$ cat src/rtl/patch_loader_pkg.sv
package patch_loader_pkg;

  typedef enum logic [2:0] {
    ST_IDLE,
    ST_MAGIC,
    ST_LEN,
    ST_COPY,
    ST_DONE,
    ST_ERR
  } ld_state_e;

  localparam int unsigned MAGIC_BYTES = 4;

endpackage

$ cat src/rtl/pl_rst_sync.sv
module pl_rst_sync (
  input  logic clk,
  input  logic arst_n,
  output logic rst_n
);

  logic [1:0] sync_q;

  always_ff @(posedge clk or negedge arst_n) begin
    if (!arst_n) begin
      sync_q <= 2'b00;
    end else begin
      sync_q <= {sync_q[0], 1'b1};
    end
  end

  assign rst_n = sync_q[1];

endmodule

$ cat src/rtl/pl_header.sv
module pl_header
  import patch_loader_pkg::*;
#(
  parameter int          PTR_W      = 17,
  parameter int          LEN_W      = 16,
  parameter logic [31:0] MAGIC_WORD = 32'h4D584F52
) (
  input  logic             clk,
  input  logic             rst_n,
  input  logic             clear,
  input  logic             rsp_vld,
  input  logic [PTR_W-1:0] rsp_addr,
  input  logic [7:0]       rsp_data,
  output logic             magic_bad,
  output logic [LEN_W-1:0] hdr_len
);

  localparam int LEN_BYTES = LEN_W / 8;

  logic [7:0] exp_byte;
  logic       sig_byte;
  logic       miss_now;
  logic       bad_q;

  always_comb begin
    exp_byte = MAGIC_WORD[{rsp_addr[1:0], 3'b000} +: 8];
    sig_byte = rsp_addr < PTR_W'(MAGIC_BYTES);
    miss_now = rsp_vld && sig_byte && (rsp_data != exp_byte);
  end

  always_ff @(posedge clk or negedge rst_n) begin
    if (!rst_n) begin
      bad_q <= 1'b0;
    end else if (clear) begin
      bad_q <= 1'b0;
    end else if (miss_now) begin
      bad_q <= 1'b1;
    end
  end

  assign magic_bad = bad_q | miss_now;

  for (genvar k = 0; k < LEN_BYTES; k++) begin : g_len
    localparam logic [PTR_W-1:0] POS = PTR_W'(MAGIC_BYTES + k);
    logic       hit;
    logic [7:0] byte_q;

    assign hit = rsp_vld && (rsp_addr == POS);

    always_ff @(posedge clk or negedge rst_n) begin
      if (!rst_n) begin
        byte_q <= 8'h00;
      end else if (hit) begin
        byte_q <= rsp_data;
      end
    end

    assign hdr_len[8*k +: 8] = hit ? rsp_data : byte_q;
  end

  AST_BAD_STICKY: assert property (@(posedge clk) disable iff (!rst_n)
    bad_q && !clear |=> bad_q);

endmodule

$ cat src/rtl/pl_ctrl.sv
module pl_ctrl
  import patch_loader_pkg::*;
#(
  parameter int OTP_AW   = 14,
  parameter int OTP_SIZE = 16384,
  parameter int LEN_W    = 16,
  parameter int HDR      = 6,
  parameter int PTR_W    = 17
) (
  input  logic              clk,
  input  logic              rst_n,
  input  logic              start,
  input  logic              magic_bad,
  input  logic [LEN_W-1:0]  hdr_len,
  input  logic              wr_last,
  output logic              otp_rd_en,
  output logic [OTP_AW-1:0] otp_addr,
  output logic              rsp_vld,
  output logic [PTR_W-1:0]  rsp_addr,
  output logic              hdr_clear,
  output logic              copy_rsp,
  output logic              copy_last,
  output logic              busy,
  output logic              done,
  output logic              error,
  output logic              patch_valid,
  output logic              jump_req
);

  ld_state_e        state_q, state_d;
  logic [PTR_W-1:0] ptr_q, ptr_d;
  logic [PTR_W-1:0] end_q, end_d;
  logic             valid_q, valid_d;
  logic             jump_q, jump_d;
  logic             rsp_vld_q;
  logic [PTR_W-1:0] rsp_addr_q;
  logic [PTR_W-1:0] len_ext;
  logic [PTR_W-1:0] total;
  logic             rd_en;

  always_comb begin
    state_d   = state_q;
    ptr_d     = ptr_q;
    end_d     = end_q;
    valid_d   = valid_q;
    jump_d    = jump_q;
    rd_en     = 1'b0;
    hdr_clear = 1'b0;
    len_ext   = PTR_W'(hdr_len);
    total     = PTR_W'(HDR) + len_ext;
    case (state_q)
      ST_IDLE, ST_DONE, ST_ERR: begin
        if (start) begin
          state_d   = ST_MAGIC;
          ptr_d     = '0;
          valid_d   = 1'b0;
          jump_d    = 1'b0;
          hdr_clear = 1'b1;
        end
      end
      ST_MAGIC: begin
        rd_en = ptr_q < PTR_W'(HDR);
        if (rsp_vld_q && rsp_addr_q == PTR_W'(MAGIC_BYTES - 1)) begin
          state_d = magic_bad ? ST_DONE : ST_LEN;
        end
      end
      ST_LEN: begin
        rd_en = ptr_q < PTR_W'(HDR);
        if (rsp_vld_q && rsp_addr_q == PTR_W'(HDR - 1)) begin
          if (total > PTR_W'(OTP_SIZE)) begin
            state_d = ST_ERR;
          end else if (len_ext == '0) begin
            state_d = ST_DONE;
            valid_d = 1'b1;
          end else begin
            state_d = ST_COPY;
            end_d   = total;
            valid_d = 1'b1;
            jump_d  = 1'b1;
          end
        end
      end
      ST_COPY: begin
        rd_en = ptr_q < end_q;
        if (wr_last) begin
          state_d = ST_DONE;
        end
      end
      default: state_d = ST_IDLE;
    endcase
    if (rd_en) begin
      ptr_d = ptr_q + 1'b1;
    end
  end

  always_ff @(posedge clk or negedge rst_n) begin
    if (!rst_n) begin
      state_q    <= ST_IDLE;
      ptr_q      <= '0;
      end_q      <= '0;
      valid_q    <= 1'b0;
      jump_q     <= 1'b0;
      rsp_vld_q  <= 1'b0;
      rsp_addr_q <= '0;
    end else begin
      state_q   <= state_d;
      ptr_q     <= ptr_d;
      end_q     <= end_d;
      valid_q   <= valid_d;
      jump_q    <= jump_d;
      rsp_vld_q <= rd_en;
      if (rd_en) begin
        rsp_addr_q <= ptr_q;
      end
    end
  end

  assign otp_rd_en   = rd_en;
  assign otp_addr    = ptr_q[OTP_AW-1:0];
  assign rsp_vld     = rsp_vld_q;
  assign rsp_addr    = rsp_addr_q;
  assign copy_rsp    = rsp_vld_q && (state_q == ST_COPY);
  assign copy_last   = copy_rsp && (rsp_addr_q == end_q - 1'b1);
  assign busy        = (state_q == ST_MAGIC) || (state_q == ST_LEN) || (state_q == ST_COPY);
  assign done        = (state_q == ST_DONE) || (state_q == ST_ERR);
  assign error       = (state_q == ST_ERR);
  assign patch_valid = (state_q == ST_DONE) && valid_q;
  assign jump_req    = (state_q == ST_DONE) && jump_q;

  AST_RD_ONLY_BUSY: assert property (@(posedge clk) disable iff (!rst_n)
    otp_rd_en |-> busy);
  AST_RD_ASCEND: assert property (@(posedge clk) disable iff (!rst_n)
    otp_rd_en && $past(otp_rd_en) |-> otp_addr == $past(otp_addr) + 1'b1);
  AST_JUMP_NEEDS_VALID: assert property (@(posedge clk) disable iff (!rst_n)
    jump_req |-> patch_valid && done);
  AST_ERR_EXCLUSIVE: assert property (@(posedge clk) disable iff (!rst_n)
    error |-> !patch_valid && !jump_req);
  AST_START_IGNORED: assert property (@(posedge clk) disable iff (!rst_n)
    busy && start && !wr_last && !(rsp_vld && rsp_addr < PTR_W'(HDR)) |=> busy);

endmodule

$ cat src/rtl/pl_sram_wr.sv
module pl_sram_wr #(
  parameter int          PTR_W     = 17,
  parameter int          SRAM_AW   = 32,
  parameter int          HDR       = 6,
  parameter logic [31:0] SRAM_BASE = 32'h805F8000
) (
  input  logic               clk,
  input  logic               rst_n,
  input  logic               copy_rsp,
  input  logic               copy_last,
  input  logic [PTR_W-1:0]   rsp_addr,
  input  logic [7:0]         rsp_data,
  output logic               sram_we,
  output logic [SRAM_AW-1:0] sram_addr,
  output logic [7:0]         sram_wdata,
  output logic               wr_last
);

  logic [PTR_W-1:0]   offset;
  logic               we_q;
  logic               last_q;
  logic [SRAM_AW-1:0] addr_q;
  logic [7:0]         data_q;

  assign offset = rsp_addr - PTR_W'(HDR);

  always_ff @(posedge clk or negedge rst_n) begin
    if (!rst_n) begin
      we_q   <= 1'b0;
      last_q <= 1'b0;
      addr_q <= '0;
      data_q <= '0;
    end else begin
      we_q   <= copy_rsp;
      last_q <= copy_last;
      if (copy_rsp) begin
        addr_q <= SRAM_AW'(SRAM_BASE) + SRAM_AW'(offset);
        data_q <= rsp_data;
      end
    end
  end

  assign sram_we    = we_q;
  assign sram_addr  = addr_q;
  assign sram_wdata = data_q;
  assign wr_last    = we_q && last_q;

  AST_WR_ASCEND: assert property (@(posedge clk) disable iff (!rst_n)
    sram_we && $past(sram_we) |-> sram_addr == $past(sram_addr) + 1'b1);

endmodule

$ cat src/rtl/patch_loader.sv
module patch_loader #(
  parameter int          OTP_AW     = 14,
  parameter int          LEN_W      = 16,
  parameter int          SRAM_AW    = 32,
  parameter logic [31:0] SRAM_BASE  = 32'h805F8000,
  parameter logic [31:0] MAGIC_WORD = 32'h4D584F52
) (
  input  logic               clk,
  input  logic               rst_n,
  input  logic               start,
  output logic               otp_rd_en,
  output logic [OTP_AW-1:0]  otp_addr,
  input  logic [7:0]         otp_rd_data,
  output logic               sram_we,
  output logic [SRAM_AW-1:0] sram_addr,
  output logic [7:0]         sram_wdata,
  output logic               busy,
  output logic               done,
  output logic               patch_valid,
  output logic               jump_req,
  output logic               error
);

  localparam int OTP_SIZE = 1 << OTP_AW;
  localparam int HDR      = patch_loader_pkg::MAGIC_BYTES + LEN_W / 8;
  localparam int PTR_W    = (LEN_W > OTP_AW) ? LEN_W + 1 : OTP_AW + 1;

  logic             rst_n_s;
  logic             magic_bad;
  logic [LEN_W-1:0] hdr_len;
  logic             wr_last;
  logic             rsp_vld;
  logic [PTR_W-1:0] rsp_addr;
  logic             hdr_clear;
  logic             copy_rsp;
  logic             copy_last;

  pl_rst_sync u_rst_sync (
    .clk    (clk),
    .arst_n (rst_n),
    .rst_n  (rst_n_s)
  );

  pl_ctrl #(
    .OTP_AW   (OTP_AW),
    .OTP_SIZE (OTP_SIZE),
    .LEN_W    (LEN_W),
    .HDR      (HDR),
    .PTR_W    (PTR_W)
  ) u_ctrl (
    .clk         (clk),
    .rst_n       (rst_n_s),
    .start       (start),
    .magic_bad   (magic_bad),
    .hdr_len     (hdr_len),
    .wr_last     (wr_last),
    .otp_rd_en   (otp_rd_en),
    .otp_addr    (otp_addr),
    .rsp_vld     (rsp_vld),
    .rsp_addr    (rsp_addr),
    .hdr_clear   (hdr_clear),
    .copy_rsp    (copy_rsp),
    .copy_last   (copy_last),
    .busy        (busy),
    .done        (done),
    .error       (error),
    .patch_valid (patch_valid),
    .jump_req    (jump_req)
  );

  pl_header #(
    .PTR_W      (PTR_W),
    .LEN_W      (LEN_W),
    .MAGIC_WORD (MAGIC_WORD)
  ) u_header (
    .clk       (clk),
    .rst_n     (rst_n_s),
    .clear     (hdr_clear),
    .rsp_vld   (rsp_vld),
    .rsp_addr  (rsp_addr),
    .rsp_data  (otp_rd_data),
    .magic_bad (magic_bad),
    .hdr_len   (hdr_len)
  );

  pl_sram_wr #(
    .PTR_W     (PTR_W),
    .SRAM_AW   (SRAM_AW),
    .HDR       (HDR),
    .SRAM_BASE (SRAM_BASE)
  ) u_sram_wr (
    .clk        (clk),
    .rst_n      (rst_n_s),
    .copy_rsp   (copy_rsp),
    .copy_last  (copy_last),
    .rsp_addr   (rsp_addr),
    .rsp_data   (otp_rd_data),
    .sram_we    (sram_we),
    .sram_addr  (sram_addr),
    .sram_wdata (sram_wdata),
    .wr_last    (wr_last)
  );

  AST_ERR_NO_WRITE: assert property (@(posedge clk) disable iff (!rst_n_s)
    error |-> !sram_we);
  AST_NO_WRITE_WHEN_DONE: assert property (@(posedge clk) disable iff (!rst_n_s)
    done |-> !sram_we && !otp_rd_en);

endmodule

$ cat config.mk
export PLATFORM = sky130hd
export DESIGN_NAME = patch_loader
export DESIGN_NICKNAME = d
export VERILOG_FILES = /design/src/rtl/patch_loader_pkg.sv /design/src/rtl/pl_rst_sync.sv /design/src/rtl/pl_header.sv /design/src/rtl/pl_ctrl.sv /design/src/rtl/pl_sram_wr.sv /design/src/rtl/patch_loader.sv
export SDC_FILE = /design/constraint.sdc
export NUM_CORES = 1
export LEC_CHECK = 0
export BUFFER_PORTS_ARGS = -buffer_cell sky130_fd_sc_hd__buf_2
export CELL_PAD_IN_SITES_DETAIL_PLACEMENT = 0
export CELL_PAD_IN_SITES_GLOBAL_PLACEMENT = 1
export CORE_ASPECT_RATIO = 0.6
export CORE_MARGIN = 1
export CORE_UTILIZATION = 42
export DETAILED_ROUTE_END_ITERATION = 7
export PLACE_DENSITY_LB_ADDON = 0.1
export SETUP_SLACK_MARGIN = 0.2
export SKIP_LAST_GASP = 1
export SLEW_MARGIN = 40
export SYNTH_ARGS = -nofsm -noshare
export SYNTH_HDL_FRONTEND = slang
export SYNTH_HIERARCHICAL = 1
export SYNTH_SLANG_ARGS = --single-unit
$ cat constraint.sdc
create_clock -name clk -period 3 [get_ports clk]
set_clock_uncertainty 0.1 [all_clocks]
set_input_delay 0.45 -clock clk [delete_from_list [all_inputs] [get_ports clk]]
set_output_delay 0.45 -clock clk [all_outputs]
set_load 0.005 [all_outputs]
# == Yosys cells after proc, flatten, opt, wreduce, memory -nomap -nowiden ==
# Index checks and enable logic that the tools add are counted.
# totals
regBits,118
in_bits,11
out_inout_bits,61
# classes
n_addsub,5
n_lt_le_gt_ge,4
eq_ne,16
shifts,1
muxes,26
n_bitwise,3
reduce_logical,26
# op_table
cell,count
$mux 17,3
$eq 17x3->1 const B,2
$lt 17x3->1 const B,2
$add 32x17->32 const A,1
$shiftx 32x6->8 const A,1
$mux 3,7
$add 17x1->17 const B,1
$add 3x16->17 const A,1
$eq 17x17->1,1
$eq 17x2->1 const B,1
$gt 17x15->1 const B,1
$lt 17x17->1,1
$sub 17x1->17 const B,1
$sub 17x3->17 const B,1
$logic_not 16->1,1
$mux 8,2
$pmux 3 s4,1
$reduce_and 4->1,3
$logic_and 1x1->1,10
$mux 1,10
$ne 8x8->1,1
$reduce_bool 2->1,4
$eq 3x2->1 const B,2
$eq 3x3->1 const B,2
other kinds (12),21

# == Logic depth before layout (Yosys ltp) ==
# Gate-level depths: netlist of the first run.
# depth
depth_word,8
mapped_depth,17
depth_no_buf,13

# == Cells and area by module ==
# Netlist of the first run, hierarchy kept.
# by_module_without_submodules
module,instances,cells_per_inst,area_per_inst_um2,seq_area_each_um2
pl_ctrl,1,447,4142.7,1426.4
pl_sram_wr,1,127,1460.2,750.7
pl_header,1,56,813.3,425.4
pl_rst_sync,1,3,53.8,50.0

# == Worst setup path after synthesis of the first run ==
# OpenSTA, ideal clock, no wires.
# synth_path
kind,reg-to-reg
start,"reg u_ctrl.rsp_addr_q[14], in the netlist u_ctrl/rsp_addr[14]"
end,reg u_ctrl.end_q[0]
setup_time_ps,128
arrival_time_ps,3824
t_required_ps,2772
slack_ps,-1052
path_stages_with_launch,17
path_buffers,3
synth_period_minus_slack_ps,4052
path_cell_list,dfrtp_1 nor4b_2 and3_2 and4b_1 buf_6 mux2_4 inv_1 ha_1 nand2b_1 clkbuf_1 or4_1 a211o_1 o31ai_1 nand4b_2 a211oi_2 buf_6 mux2_1
# synth_via
elab_chain_len,7
# synth_rtl
element,line_no,source
"start, declared",pl_ctrl.sv:36,logic [PTR_W-1:0] rsp_addr_q;
"start signal, assigned",pl_ctrl.sv:113,rsp_addr_q <= ptr_q;
$eq 17x3->1,pl_header.sv:48,assign hit = rsp_vld && (rsp_addr == POS);
$logic_and 1x1->1,pl_header.sv:48,
$mux 8,pl_header.sv:58,assign hdr_len[8*k +: 8] = hit ? rsp_data : byte_q;
named net hdr_len[1],patch_loader.sv:30,logic [LEN_W-1:0] hdr_len;
$add 3x16->17,pl_ctrl.sv:50,total = PTR_W'(HDR) + len_ext;
named net u_ctrl.total[1],pl_ctrl.sv:38,logic [PTR_W-1:0] total;
$gt 17x15->1,pl_ctrl.sv:70,if (total > PTR_W'(OTP_SIZE)) begin
$not 1->1 (no source line),-,
$reduce_and 4->1 (no source line),-,
"end signal, assigned",pl_ctrl.sv:108,end_q <= end_d;
"end, declared",pl_ctrl.sv:32,"logic [PTR_W-1:0] end_q, end_d;"
# The timed path passes the listed nets, and every way through them passes these cells.
# A chain may end at the register's enable or synchronous reset.

# == Worst setup path after layout of the first run ==
# layout_path
start,"reg u_ctrl.rsp_addr_q[10], in the netlist u_ctrl/rsp_addr[10]"
end,reg u_ctrl.end_q[13]
# layout_via
elab_chain_len,7
# layout_rtl
element,line_no
$eq 17x3->1 (*),pl_header.sv:48
$logic_and 1x1->1 (*),pl_header.sv:48
$mux 8 (*),pl_header.sv:58
named net hdr_len[2],patch_loader.sv:30
$add 3x16->17,pl_ctrl.sv:50
$gt 17x15->1,pl_ctrl.sv:70
$not 1->1 (no source line),-
$reduce_and 4->1 (no source line),-
# Mark *: on every way through the listed nets, which the timed path passes. The rest lies on a longest branch.

==> flow_summary_export.csv, run 1 <==
group,metric,value,unit
finish,fin_nets,829,
setup_path,cp_num_buf_inv,3,
timing,rsz0062_at_grt,"true",
route,routed_wl,19570,um
clocking,cts-buffers-inserted,9,
setup_path,cp_cell_sequence,"nor4_4, and3_4, and4b_1, buf_6, mux2_4, or4_4, a21oi_2, a21oi_1, nor4b_4, nand4b_4, a211oi_4, buf_6, buf_12, mux2i_2",
route,dr.pass1.iters,5,
place,dp.cells,957,
route,drt_iter0_drc,407,
clocking,cts_max_path_buffers,2,
floorplan,fp.dieH,98.14,um
finish,final_cell_mix,"buf_4 (103), dfrtp_1 (99), buf_2 (63), nor2_1 (49), mux2_2 (37)",
place,dpl_worst_slack,-0.9081,ns
clocking,clock-root-buffer,"clkbuf_16",
timing,max_slew_margin,0.5676,
setup_path,critical_path.top_delay_family,"simple AND/OR/NAND/NOR gates",
setup_path,crit_path_frequent_cell,"buf_6",
clocking,cts_tree,"done",
timing,worst_hold_slack,0.2548,ns
job,maxCapViolCount,0,
route,via_count,5558,
synth,synth_cells,633,
route,ant_nets,0,
finish,diodes,0,
finish,fillCellCount,1245,
setup_path,crit_arrival,3.97,ns
pwr,power,6.554,mW
clocking,clkSinkCount,106,
timing,min_period,3.799,ns
floorplan,rows,34,
setup_path,cp-end-kind,"flop",
synth,synth_edf_count,0,
finish,stdcell_count,999,
timing,fmax,263.3,MHz
synth,ys_types,64,
global_routing,grt_pass1_wl,30300,um
floorplan,start_util,0.4383,
min_path,hp-class,"flop to async pin",
finish,stdcell_area,0.008534,mm^2
setup_path,path_class,"flop to flop",
synth,synth_area,0.006470,mm^2
global_routing,antenna_found_initial,0,
clocking,cts_max_level,3,
finish,drive_above_1_share,0.3945,
synth,avgSynthCellArea,10.22,um^2
pwr,peakVddDrop,0.4822,mV
place,place_congestion,0.8568,
route,drc,0,
global_routing,grt_overflow,0,
timing,tns,-16.09,ns
place,placed_cell_area,0.007614,mm^2
synth,ys_async_sr_fraction,1.000,
floorplan,coreArea,0.01476,mm^2
outcome,outcome,"complete, but fails checks",
timing,worst_slew_pin_slew,0.6486,ns
setup_path,required,3.17,ns
setup_path,slowest_stage,"or4_4",
clocking,path_clk_slew,0.08,ns
timing,hold_violations,0,
outcome,violations,"setup timing",
setup_path,crit_path_start_kind,"flop",
timing,setup_slack,-0.7986,ns
setup_path,slowest_delay,0.54,ns
route,vias_per_cell,5.564,
synth,yosys_warnings,6,
synth,synth_seq_cells,106,
floorplan,die_width,162.2,um
synth,synth-seq-area-share,0.4100,
place,hpwlAfterDp,14400,um
timing,slew_violations,0,
global_routing,grt_pass1_vias,5340,
finish,area_growth,31.91,%
setup_path,critPathMaxFanout,8,
global_routing,grt_max_degree,57,
place,io_buffers,63,
pwr,power_leakage,4.169,nW
floorplan,dieArea,0.01592,mm^2
floorplan,io_pins,72,
route,wire_per_inst,19.58,um
clocking,clock_latency,0.35,ns
finish,final_common_cell,"buf_4",
finish,final_util,0.5781,
timing,period_share,1.266,
pwr,power_density,767.9,mW/mm^2
synth,synth_ff_type,"dfrtp_1",
global_routing,track_usage,0.2512,
timing,setup_viol,22,
## registers in the layout, summed over array words and instances (netlist names), 2 cells and up
register               cells
u_header/g_len.byte_q     16
u_ctrl/rsp_addr           17
u_sram_wr/sram_wdata       8
u_rst_sync/sync_q          2
u_ctrl/ptr_q              17
u_ctrl/state_q             3
u_ctrl/end_q              17
u_sram_wr/sram_addr       20
## cell families after synthesis
group           Yosys count  share of synthesized area
flops                   106                     0.4100
simple gates            206                     0.1810
other cells               2                   0.001161
buf+inv                  78                    0.06633
compound gates           93                    0.09941
xor+xnor                 53                    0.07175
mux                      73                     0.1278
fa+ha+maj                22                    0.04254
## report_power, final
part | switching (mW) | total [mW] | internal [mW]
Clock | 0.599 | 1.20 | 0.598
Combinational | 1.74 | 3.39 | 1.65
Sequential | 0.230 | 1.97 | 1.74
Total | 2.56 | 6.55 | 3.99
## worst paths after layout
| kind | start | endpoint | slack, ns | depth (start not counted) |
|---|---|---|---|---|
| min in group clk | u_rst_sync/sync_q[0]$_DFF_PN0_ | u_rst_sync/sync_q[1]$_DFF_PN0_ | 0.26 | 0 |
| hold / removal | u_rst_sync/sync_q[1]$_DFF_PN0_ | u_sram_wr/sram_addr[12]$_DFFE_PN0P_ | 0.25 | 0 |
| setup / recovery | u_ctrl/rsp_addr[10]$_DFFE_PN0P_ | u_ctrl/end_q[13]$_DFFE_PN0P_ | -0.80 | 14 |
| setup reg to reg | u_ctrl/rsp_addr[10]$_DFFE_PN0P_ | u_ctrl/end_q[13]$_DFFE_PN0P_ | -0.80 | 14 |
| hold reg to reg | u_rst_sync/sync_q[1]$_DFF_PN0_ | u_sram_wr/sram_addr[12]$_DFFE_PN0P_ | 0.25 | 0 |
| max in group asynchronous | u_rst_sync/sync_q[1]$_DFF_PN0_ | u_ctrl/state_q[1]$_DFFE_PN0P_ | 1.79 | 1 |
## synthesized netlist by cell type (all sizes together) (2+ instances only)
master / count / area share
nor3: 16 / 0.012
a21o: 5 / 0.0058
xnor2: 32 / 0.043
a22o: 2 / 0.0027
clkbuf: 11 / 0.0064
or2: 4 / 0.0039
nand4: 17 / 0.019
or4: 8 / 0.0099
o21ai: 16 / 0.012
a211oi: 2 / 0.0031
nand2: 27 / 0.016
o31ai: 5 / 0.0058
a2111oi: 5 / 0.0087
a31oi: 6 / 0.0058
nand3: 16 / 0.014
nor2b: 7 / 0.0068
mux2i: 23 / 0.036
nand4b: 3 / 0.0050
or3: 2 / 0.0019
mux2: 50 / 0.092
dfrtp: 106 / 0.41
ha: 22 / 0.043
nor4: 20 / 0.022
a221o: 10 / 0.015
a211o: 3 / 0.0041
a21oi: 29 / 0.022
o211ai: 2 / 0.0023
and3: 17 / 0.017
nand2b: 5 / 0.0048
conb: 2 / 0.0012
inv: 32 / 0.019
buf: 35 / 0.041
and2: 2 / 0.0019
o2111ai: 2 / 0.0027
nor2: 50 / 0.029
nor4b: 5 / 0.0087
xor2: 21 / 0.028
## final cells by class
type	count	area [um^2]	area share
sequential	106	2664	0.3121
inverter	32	120.1	0.01407
clock inverter	7	78.83	0.009236
timing repair buffer	191	1441	0.1689
clock buffer	9	225.2	0.02639
multi-input combinational	456	3757	0.4403
tap	198	247.7	0.02903
## per-layer routing
| layer | wire length, um | global-route usage | vias up |
|---|---|---|---|
| met5 | 0 | 0 | - |
| met4 | 144 | 0.03628 | 0 |
| met3 | 1625 | 0.07349 | 13 |
| met2 | 7800 | 0.3389 | 194 |
| met1 | 9995 | 0.3953 | 2760 |
| li1 | - | - | 2591 |
## worst register-to-register path, delay by kind of cell (launching register included)
| kind | cells | cell delay (ns) |
|---|---|---|
| AND/OR/NAND/NOR | 6 | 1.73 |
| AO/OA/AOI/OAI | 3 | 0.50 |
| flip-flops | 1 | 0.42 |
| multiplexers | 2 | 0.55 |
| buffers and inverters | 3 | 0.44 |
## what timing repair did
item                                   in CTS  in global routing
endpoints found under the hold margin       2                  0
hold buffers                                1                  0
setup buffers                              10                 13
gates cloned                                2                  0
setup endpoints to repair                  34                 52
pin swaps                                   7                 21
gates resized for setup                    25                 55
No activity file was read; power rests on OpenSTA's default activity.
==> run 2: changes to the inputs <==
--- a/config.mk
+++ b/config.mk
@@ -5,13 +5,13 @@
 export SDC_FILE = /design/constraint.sdc
 export NUM_CORES = 1
 export LEC_CHECK = 0
-export BUFFER_PORTS_ARGS = -buffer_cell sky130_fd_sc_hd__buf_2
 export CELL_PAD_IN_SITES_DETAIL_PLACEMENT = 0
 export CELL_PAD_IN_SITES_GLOBAL_PLACEMENT = 1
 export CORE_ASPECT_RATIO = 0.6
 export CORE_MARGIN = 1
-export CORE_UTILIZATION = 42
+export CORE_UTILIZATION = 46
 export DETAILED_ROUTE_END_ITERATION = 7
+export DONT_BUFFER_PORTS = 1
 export PLACE_DENSITY_LB_ADDON = 0.1
 export SETUP_SLACK_MARGIN = 0.2
 export SKIP_LAST_GASP = 1
==> constraint.sdc (replaced) <==
create_clock -name clk -period 3 [get_ports clk]
set_clock_uncertainty 0.1 [all_clocks]
set_input_delay 0.15 -clock clk [delete_from_list [all_inputs] [get_ports clk]]
set_output_delay 0.15 -clock clk [all_outputs]
set_load 0.005 [all_outputs]
==> flow_summary_export.csv, run 2 (same netlist as run 1, synthesis figures left out) <==
group,metric,value,unit
outcome,outcome,"complete, but fails checks",
outcome,violations,"setup timing",
finish,stdcell_count,915,
route,routed_wl,18780,um
finish,multi_input_area,0.003598,mm^2
route,drt_iter0_drc,470,
clocking,cts_max_level,3,
min_path,hp-class,"input port to flop",
route,dr.pass1.iters,5,
finish,seq_area,0.002660,mm^2
route,wire_per_inst,20.52,um
setup_path,required,3.15,ns
setup_path,slowest_stage,"dfrtp_2",
global_routing,antenna_found_initial,0,
setup_path,crit_path_start,"u_ctrl/rsp_addr[14]$_DFFE_PN0P_",
clocking,clkSinkCount,106,
finish,diodes,0,
place,dp.cells,881,
setup_path,cp-end-kind,"flop",
place,dpl_worst_slack,-0.9144,ns
finish,area_growth,21.72,%
global_routing,grt_pass1_wl,29200,um
global_routing,grt_pass1_vias,5003,
route,drc,0,
timing,rsz0062_at_grt,"true",
clocking,cts_max_path_buffers,2,
finish,final_common_cell,"dfrtp_1",
timing,slew_violations,0,
timing,min_period,3.835,ns
setup_path,timing.rr.start,"u_ctrl/rsp_addr[14]$_DFFE_PN0P_",
clocking,path_clk_slew,0.08,ns
finish,fin_nets,751,
clocking,cts_tree,"done",
place,place_congestion,0.8927,
timing,setup_slack,-0.8347,ns
floorplan,rows,33,
global_routing,grt_overflow,0,
floorplan,die_width,155.1,um
timing,fmax,260.8,MHz
route,via_count,5122,
timing,period_share,1.278,
clocking,clock-root-buffer,"clkbuf_16",
floorplan,start_util,0.4720,
setup_path,slowest_delay,0.42,ns
setup_path,cp_cell_sequence,"nor4b_4, and3_4, and4b_1, buf_6, mux2_4, inv_2, ha_4, nand2b_4, or3_4, o31ai_4, nor4b_4, nand4b_4, a211oi_4, buf_4, mux2_4",
floorplan,dieArea,0.01456,mm^2
setup_path,crit_arrival,3.98,ns
floorplan,io_pins,72,
finish,drive_above_1_share,0.2863,
timing,hold_violations,0,
finish,fillCellCount,1267,
min_path,worstHoldStart,"otp_rd_data[3]",
global_routing,grt_max_degree,49,
setup_path,crit_path_start_kind,"flop",
setup_path,path_class,"flop to flop",
place,placed_cell_area,0.007261,mm^2
pwr,power_leakage,3.712,nW
job,maxCapViolCount,0,
pwr,peakVddDrop,0.3598,mV
floorplan,coreArea,0.01371,mm^2
finish,largest_reg_flops,20,
pwr,power_density,772.1,mW/mm^2
finish,stdcell_area,0.007875,mm^2
finish,final_cell_mix,"dfrtp_1 (102), buf_4 (95), nor2_1 (50), mux2_2 (35), xnor2_1 (32)",
route,vias_per_cell,5.598,
setup_path,critPathMaxFanout,7,
global_routing,track_usage,0.2709,
place,hpwlAfterDp,14220,um
route,ant_nets,0,
clocking,cts-buffers-inserted,9,
pwr,power,6.080,mW
timing,setup_viol,22,
clocking,clock_latency,0.36,ns
place,io_buffers,0,
floorplan,fp.dieH,93.87,um
run 2: layout make-up:
class,instances,area share
Clock buffer,9,0.02860
Clock inverter,7,0.01192
Inverter,32,0.01525
Multi-Input combinational cell,456,0.4569
Sequential cell,106,0.3378
Tap cell,192,0.03051
Timing Repair Buffer,113,0.1190
run 2: layer usage:
metal  vias to the layer above  global-route usage  routed length, um
met5                         -                   0                  0
li1                       2426                   -                  -
met4                         0             0.04868                113
met1                      2503              0.4156               9732
met3                        11             0.08533               1615
met2                       182              0.3656               7314
run 2: timing repair:
action | CTS | global route
gates cloned | 0 | 0
buffers inserted | 4 | 3
hold buffers | 11 | 0
endpoints found under the hold margin | 18 | 0
endpoints found under the setup margin | 22 | 50
gates resized for setup | 17 | 9
pin swaps | 6 | 9
run 2: path summary, 6_finish.rpt:
| check | cells after the start | slack, ns | end |
|---|---|---|---|
| max in group asynchronous | 1 | 1.85 | u_ctrl/rsp_addr[14]$_DFFE_PN0P_ |
| min reg2reg | 0 | 0.16 | u_ctrl/rsp_addr[11]$_DFFE_PN0P_ |
| max reg2reg | 15 | -0.83 | u_ctrl/end_q[0]$_DFFE_PN0P_ |
| min | 2 | 0.02 | u_header/g_len[1].byte_q[3]$_DFF_PN0_ |
| max | 15 | -0.83 | u_ctrl/end_q[0]$_DFFE_PN0P_ |
| min in group asynchronous | 0 | 0.16 | u_ctrl/rsp_addr[11]$_DFFE_PN0P_ |
run 2: where the power goes:
part / total [mW] / internal [mW] / switching (mW)
registers: 1.99 / 1.74 / 0.247
logic: 2.87 / 1.31 / 1.56
clock network: 1.22 / 0.604 / 0.616
total: 6.08 / 3.66 / 2.42
run 2: worst max-delay path: cells and delay by family (launching register included):
| kind | cells | cell delay (ns) |
|---|---|---|
| adders and majority gates | 1 | 0.15 |
| muxes | 2 | 0.49 |
| DFF | 1 | 0.42 |
| buffers and inverters | 3 | 0.36 |
| AOI/OAI and AO/OA | 2 | 0.49 |
| and+or+nand+nor | 7 | 1.72 |
run 2: through the flow:
step / TNS (ns) / utilization / hold slack (ns)
2_1_floorplan: -13.19 / - / -0.2456
3_3_place_gp: -17.15 / 0.5297 / -0.2456
3_5_place_dp: -17.96 / 0.5297 / -0.2455
4_1_cts: -15.36 / 0.5697 / 0.004783
5_1_grt: -18.51 / 0.5745 / 0.02468
6_report: -15.70 / 0.5745 / 0.02337
